File: src/rtl/strobe_ser_tx_pkg.sv
package strobe_ser_tx_pkg;
  function automatic int cnt_bits(input int word_w);
    return $clog2(word_w + 1);
  endfunction
endpackage

File: src/rtl/strb_edge_ctrl.sv
module strb_edge_ctrl (
  input  logic clk,
  input  logic rst,
  input  logic strb,
  input  logic stop,
  output logic run_en
);
  logic strb_d, stop_d, en_q;
  logic any_edge, stop_rise;

  assign any_edge  = strb ^ strb_d;
  assign stop_rise = stop & ~stop_d;

  always_ff @(posedge clk) begin
    if (rst) begin
      strb_d <= 1'b0;
      stop_d <= 1'b0;
      en_q   <= 1'b0;
    end else begin
      strb_d <= strb;
      stop_d <= stop;
      if (stop_rise)     en_q <= 1'b0;
      else if (any_edge) en_q <= 1'b1;
    end
  end

  assign run_en = en_q;
endmodule

File: src/rtl/bit_counter.sv
module bit_counter
  import strobe_ser_tx_pkg::*;
#(
  parameter int WORD_W = 8,
  localparam int CW = cnt_bits(WORD_W)
) (
  input  logic          clk,
  input  logic          rst,
  input  logic          clr,
  input  logic          tick,
  output logic [CW-1:0] cnt,
  output logic          stop
);
  localparam logic [CW-1:0] LAST = CW'(WORD_W);
  logic [CW-1:0] cnt_q;

  always_ff @(posedge clk) begin
    if (rst)       cnt_q <= '0;
    else if (clr)  cnt_q <= '0;
    else if (tick) cnt_q <= cnt_q + 1'b1;
  end

  assign cnt  = cnt_q;
  assign stop = (cnt_q == LAST);
endmodule

File: src/rtl/piso_shift.sv
module piso_shift #(
  parameter int WORD_W = 8
) (
  input  logic              clk,
  input  logic              rst,
  input  logic              load,
  input  logic              tick,
  input  logic [WORD_W-1:0] word,
  output logic              ser
);
  logic [WORD_W-1:0] sh_q;
  logic              ser_q;

  always_ff @(posedge clk) begin
    if (rst) begin
      sh_q  <= '0;
      ser_q <= 1'b0;
    end else begin
      if (load) begin
        sh_q <= word;
      end else if (tick) begin
        sh_q <= {1'b0, sh_q[WORD_W-1:1]};
      end
      ser_q <= tick ? sh_q[0] : 1'b0;
    end
  end

  assign ser = ser_q;
endmodule

File: src/rtl/strobe_ser_tx.sv
module strobe_ser_tx
  import strobe_ser_tx_pkg::*;
#(
  parameter int WORD_W = 8
) (
  input  logic              clk,
  input  logic              rst,
  input  logic              load_i,
  input  logic [WORD_W-1:0] word_i,
  input  logic              clear_i,
  output logic              ser_o,
  output logic              strb_o,
  output logic              done_o
);
  localparam int CW = cnt_bits(WORD_W);
  localparam logic [CW-1:0] PENULT = CW'(WORD_W - 1);

  logic          run_en, stop, tick, load_ok, clear_ok;
  logic          armed_q, strb_q, done_q;
  logic [CW-1:0] bit_cnt;

  assign load_ok  = load_i & armed_q & ~run_en;
  assign clear_ok = clear_i & ~run_en;
  assign tick     = run_en & ~stop;

  always_ff @(posedge clk) begin
    if (rst) begin
      armed_q <= 1'b1;
      strb_q  <= 1'b0;
      done_q  <= 1'b0;
    end else begin
      if (load_ok)       armed_q <= 1'b0;
      else if (clear_ok) armed_q <= 1'b1;
      if (load_ok) strb_q <= ~strb_q;
      done_q <= tick && (bit_cnt == PENULT);
    end
  end

  strb_edge_ctrl u_ctrl (
    .clk    (clk),
    .rst    (rst),
    .strb   (strb_q),
    .stop   (stop),
    .run_en (run_en)
  );

  bit_counter #(.WORD_W(WORD_W)) u_cnt (
    .clk  (clk),
    .rst  (rst),
    .clr  (clear_ok | load_ok),
    .tick (tick),
    .cnt  (bit_cnt),
    .stop (stop)
  );

  piso_shift #(.WORD_W(WORD_W)) u_sh (
    .clk  (clk),
    .rst  (rst),
    .load (load_ok),
    .tick (tick),
    .word (word_i),
    .ser  (ser_o)
  );

  assign strb_o = strb_q;
  assign done_o = done_q;
endmodule

File: config.mk
export PLATFORM = sky130hd
export DESIGN_NAME = strobe_ser_tx
export DESIGN_NICKNAME = d
export VERILOG_FILES = /design/src/rtl/strobe_ser_tx_pkg.sv /design/src/rtl/strb_edge_ctrl.sv /design/src/rtl/bit_counter.sv /design/src/rtl/piso_shift.sv /design/src/rtl/strobe_ser_tx.sv
export SDC_FILE = /design/constraint.sdc
export NUM_CORES = 1
export LEC_CHECK = 0
export BUFFER_PORTS_ARGS = -buffer_cell sky130_fd_sc_hd__buf_2
export CORE_MARGIN = 4
export CORE_UTILIZATION = 55
export DETAILED_ROUTE_END_ITERATION = 6
export PLACE_DENSITY_LB_ADDON = 0.08
export REMOVE_ABC_BUFFERS = 1
export SYNTH_ARGS = -nofsm -noshare
export SYNTH_HDL_FRONTEND = slang
export SYNTH_SLANG_ARGS = --single-unit
File: constraint.sdc
create_clock -name clk -period 2.9 [get_ports clk]
set_clock_uncertainty 0.2 [all_clocks]
set_input_delay 0.58 -clock clk [delete_from_list [all_inputs] [get_ports clk]]
set_output_delay 0.58 -clock clk [all_outputs]
set_load 0.02 [all_outputs]
Word level (Yosys, flattened, before mapping)
Cells that the tools add are included.
{"block": "totals", "inputBits": 12, "word_cells": 34, "ff_bits": 19, "output_inout_bits": 3}
{"block": "classes", "eq_ne": 2, "n_reduce_logical": 6, "n_addsub": 1, "bitwise_logic": 12, "muxes": 4}
{"op": "2-to-1 mux 8 bit", "count": 2}
{"op": "OR reduction 2 bit", "count": 3}
{"op": "bitwise AND 1 bit", "count": 5}
{"op": "NOT 1 bit", "count": 5}
{"op": "adder 4 x 1 -> 4 bit, second input constant", "count": 1}
{"op": "== test 4 x 3 -> 1 bit, second input constant", "count": 1}
{"op": "== test 4 bit, second input constant", "count": 1}
{"op": "nonzero test 2 bit", "count": 2}
{"op": "2-to-1 mux 1 bit", "count": 2}
{"op": "logical AND 1 bit", "count": 1}
{"op": "bitwise OR 1 bit", "count": 1}
{"op": "bitwise XOR 1 bit", "count": 1}

Longest topological paths before layout
{"block": "depth", "ltp_word": 5, "ltp_mapped": 6, "ltp_nobuf": 5}

Modules after synthesis
A second synthesis with hierarchy kept.
{"block": "hier_totals", "hier_cells": 83, "area_unflattened_um2": 855.8}
{"module": "piso_shift", "area_each_um2": 394.1, "cells_each": 38, "instances": 1, "seq_area_each_um2": 180.2}
{"module": "bit_counter", "area_each_um2": 206.4, "cells_each": 21, "instances": 1, "seq_area_each_um2": 80.1}
{"module": "strobe_ser_tx", "area_each_um2": 151.4, "cells_each": 15, "instances": 1, "seq_area_each_um2": 60.1}
{"module": "strb_edge_ctrl", "area_each_um2": 103.8, "cells_each": 9, "instances": 1, "seq_area_each_um2": 60.1}

Worst setup path after synthesis
No wires, ideal clock.
{"block": "synth_path", "path_type": "register to register", "from": "register u_cnt.cnt_q[0] (netlist: u_cnt.cnt[0])", "to": "register u_sh.sh_q[0]", "synth_period_minus_slack_ps": 1470, "required_ps": 2568, "path_buffers": 1, "setup_time_ps": 132, "arrival_time_ps": 1138, "setup_slack_ps": 1430, "path_stages_with_launch": 7, "path_cell_list": "dfxtp_1 > inv_1 > ha_1 > and3b_1 > buf_2 > o211ai_1 > a21oi_1"}
{"block": "synth_between", "elab_chain_cells": 4}
{"item": "from (decl)", "line_no": "bit_counter.sv:15", "source": "logic [CW-1:0] cnt_q;"}
{"item": "from (signal assigned)", "line_no": "bit_counter.sv:20", "source": "else if (tick) cnt_q <= cnt_q + 1'b1;"}
{"item": "== test 4 bit", "line_no": "bit_counter.sv:24", "source": "assign stop = (cnt_q == LAST);"}
{"item": "NOT 1 bit", "line_no": "strobe_ser_tx.sv:24", "source": "assign tick = run_en & ~stop;"}
{"item": "bitwise AND 1 bit", "line_no": "strobe_ser_tx.sv:24"}
{"item": "nonzero test 2 bit (no line)"}
{"item": "to (signal assigned)", "line_no": "piso_shift.sv:20", "source": "sh_q <= word;"}
{"item": "to (signal assigned)", "line_no": "piso_shift.sv:22", "source": "sh_q <= {1'b0, sh_q[WORD_W-1:1]};"}
{"item": "to (decl)", "line_no": "piso_shift.sv:11", "source": "logic [WORD_W-1:0] sh_q;"}
No other way between the ends.
A chain may end at the register's enable or synchronous reset.

Worst setup path after layout
{"block": "layout_path", "from": "register u_cnt.cnt_q[0] (netlist: u_cnt.cnt[0])", "to": "register u_cnt.cnt_q[2] (netlist: u_cnt.cnt[2])"}
{"block": "layout_between", "elab_chain_cells": 3}
{"item": "parallel branches: the longest is 3 deep, another holds adder 4 x 1 -> 4 bit"}
Parallel ways; which one is timed is not known.

==> summary.md <==
| Metric | Value |
|---|---|
| Starting Density | 0.601 |
| Max Slew Vio Count | 0 |
| Critical path's largest stage delay | 380 ps |
| CTS tree | done |
| CP required | 2930 ps |
| Die height | 46.2 µm |
| Crit start category | flop |
| Min Tclk post-route | 1710 ps |
| Nets | 113 |
| Number of global-route vias before repair | 639 |
| Port Buffers | 14 |
| Layout Cells excl Fill | 113 |
| Unique masters post-synth | 26 |
| Worst Tran Pin Value | 512 ps |
| Drt pass-1 iters | 4 |
| Pwr per Cell Area | 633 nW/µm² |
| Fmax achieved | 584 MHz |
| First-pass GRT wire length | 2.68 mm |
| Detail Route Antenna Nets | 0 |
| Mapped Area | 802 µm² |
| Die ar. | 2130 µm² |
| Crit path kind | reg -> reg |
| Largest net degree at the start of global routing | 17 |
| 1st-iter DRT viols | 14 |
| Hold WC Path Type | reg -> reg |
| Worst Setup End Kind | flop |
| Vias/cell | 5.97 |
| Synth Instances | 86 |
| Arrival time of the worst setup path | 1740 ps |
| Flop and latch count out of synthesis | 19 |
| Warnings from Yosys | 0 |
| Setup_tns | 0 ps |
| Diode count | 0 |
| Post-DP HPWL | 1.05 mm |
| Hold-fix buffers at CTS | 0 |
| Largest area contributor in the netlist | dfxtp_1 |
| Core area | 1330 µm² |
| Worst slew margin | 0.658 |
| Clock root cell | clkbuf_4 |
| Via count | 675 |
| Avg Inst Size Synth | 9.33 µm² |
| DR DRC count | 0 |
| Sequential share of the synthesized area | 0.474 |
| WHS | 250 ps |
| RSZ-0062 raised after global routing | false |
| CTS buffer count | 3 |
| Die width | 46.2 µm |
| Worst-skew pair later-pin latency | 290 ps |
| CP max stage cell | dfxtp_1 |
| Final WL | 1.53 mm |
| Clock sinks | 19 |
| Period utilization | 0.590 |
| Setup Fix Bufs, Post-CTS | 0 |
| GRT Resource Usage Total | 0.174 |
| Layout cells sized above 1 | 0.173 |
| Max-Cap Viols | 0 |
| Layout area overhead | 10.1% |
| H-tree levels | 1 |
| Fill cells | 115 |
| Status | finished clean |
| DR WL/cell | 13.6 µm |
| Gr ovfl total | 0 |
| Yosys top cell area share | 0.474 |
| P_leak | 0.336 nW |
| Clk buf depth | 2 |
| Routability cong. | 0.826 |
| Maximum vdd drop | 482 µV |
| Synth area leaders | dfxtp_1, a21oi_1, o211ai_1 |
| Final setup viols | 0 |
| Crit Path Max Fanout | 12 |
| Multi-input gate area | 373 µm² |
| Row cnt | 13 |
| Initial antenna violation count | 0 |
| Placed Cells | 109 |
| Worst path cell trace | inv_1 -> ha_1 -> and3b_1 -> or3_1 -> a21oi_1 |
| Sequential cell area | 380 µm² |
| Fin. Hold Viols | 0 |
| Reg clk slew, reported paths | 100 ps |
| # resized after CTS | 0 |
| Io pins | 15 |
## placed cells by master (no fill, tap or decap), drive strengths merged, types with 2 or more instances in the layout
cell and instances:
xor2 2, a21oi 12, inv 4, o21ai 2, o21bai 2, nand3b 2
dfxtp 19, clkbuf 4, and3b 2, nor4 2, ha 2, a32oi 6
nand2 3, nand3 2, o211ai 7, buf 14, nor2 5
## cells by family after synthesis
logic type	synth area share
adder cells (fa/ha/maj)	0.0312
flip-flops	0.474
AND/OR/NAND/NOR	0.147
AO/OA/AOI/OAI	0.254
XOR/XNOR	0.0328
buffers and inverters	0.0608
## power breakdown
part,internal (W),total [W],switching [W]
sequential,0.000290,0.000320,0.0000304
combinational,0.0000471,0.000109,0.0000621
clock,0.0000535,0.000129,0.0000759
total,0.000391,0.000559,0.000168
## state kept, by name, indices dropped and copies added, names as in the netlist
signal,flops
armed_q,1
u_sh.sh_q,8
u_cnt.cnt,4
done_o,1
u_ctrl.run_en,1
u_sh.ser,1
u_ctrl.strb_d,1
u_ctrl.stop_d,1
strb_o,1
## cells in the mapped netlist
| master | count |
|---|---|
| buf_2 | 3 |
| nand2_1 | 3 |
| clkbuf_1 | 2 |
| and3b_1 | 2 |
| a32oi_1 | 6 |
| nand3_1 | 2 |
| nor2b_1 | 1 |
| nand3b_1 | 2 |
| ha_1 | 2 |
| o211ai_1 | 7 |
| inv_1 | 4 |
| a211oi_1 | 1 |
| xor2_1 | 2 |
| o21ai_0 | 2 |
| a21oi_1 | 12 |
| xnor2_1 | 1 |
| buf_6 | 1 |
| nor4_1 | 2 |
| nor2_1 | 5 |
| o21bai_1 | 2 |
| nand4_1 | 1 |
| dfxtp_1 | 19 |
| or3_1 | 1 |
| nor3_1 | 1 |
| nor4b_1 | 1 |
| o22ai_1 | 1 |
## routing by layer
metal	GRT usage	wire length, µm	up-vias
met3	0.0586	71	2
met4	0.0568	14	0
met1	0.200	744	318
met2	0.299	703	12
li1	-	-	343
met5	0	0	-
## per-stage QoR
| stage | utilization | instance area (µm²) | worst slack [ps] | power [W] |
|---|---|---|---|---|
| 6_report | 0.662 | 883 | 1190 | 0.000559 |
| 3_5_place_dp | 0.643 | 857 | 1190 | 0.000435 |
| 3_3_place_gp | 0.643 | 857 | 1180 | 0.000433 |
| 5_1_grt | 0.662 | 883 | 1050 | 0.000598 |
| 4_1_cts | 0.662 | 883 | 1190 | 0.000562 |
| 2_1_floorplan | - | 768 | 1330 | 0.000399 |
## worst paths after layout
path / startpoint / end / slack (ps) / cells past startpoint
hold reg to reg: u_sh.sh_q[0]$_SDFFE_PP0P_ / u_sh.ser$_SDFF_PP0_ / 250 / 2
setup reg to reg: u_cnt.cnt[0]$_SDFFE_PP0P_ / u_cnt.cnt[2]$_SDFFE_PP0P_ / 1190 / 5
setup / recovery: u_cnt.cnt[0]$_SDFFE_PP0P_ / u_cnt.cnt[2]$_SDFFE_PP0P_ / 1190 / 5
hold / removal: u_sh.sh_q[0]$_SDFFE_PP0P_ / u_sh.ser$_SDFF_PP0_ / 250 / 2
## cell type report
type | count | area share
clock buffer | 4 | 0.0297
inverter | 4 | 0.0170
multi-input combinational | 57 | 0.422
sequential | 19 | 0.431
tap | 15 | 0.0212
timing repair buffer | 14 | 0.0793
## critical path: cells and delay by family, from the launching register on
family,cells,cell delay [ps]
AOI/OAI and AO/OA,1,120
and+or+nand+nor,2,680
adders and majority gates,1,210
buffers and inverters,1,70
DFF,1,380
(Power assumes the default switching activity.)
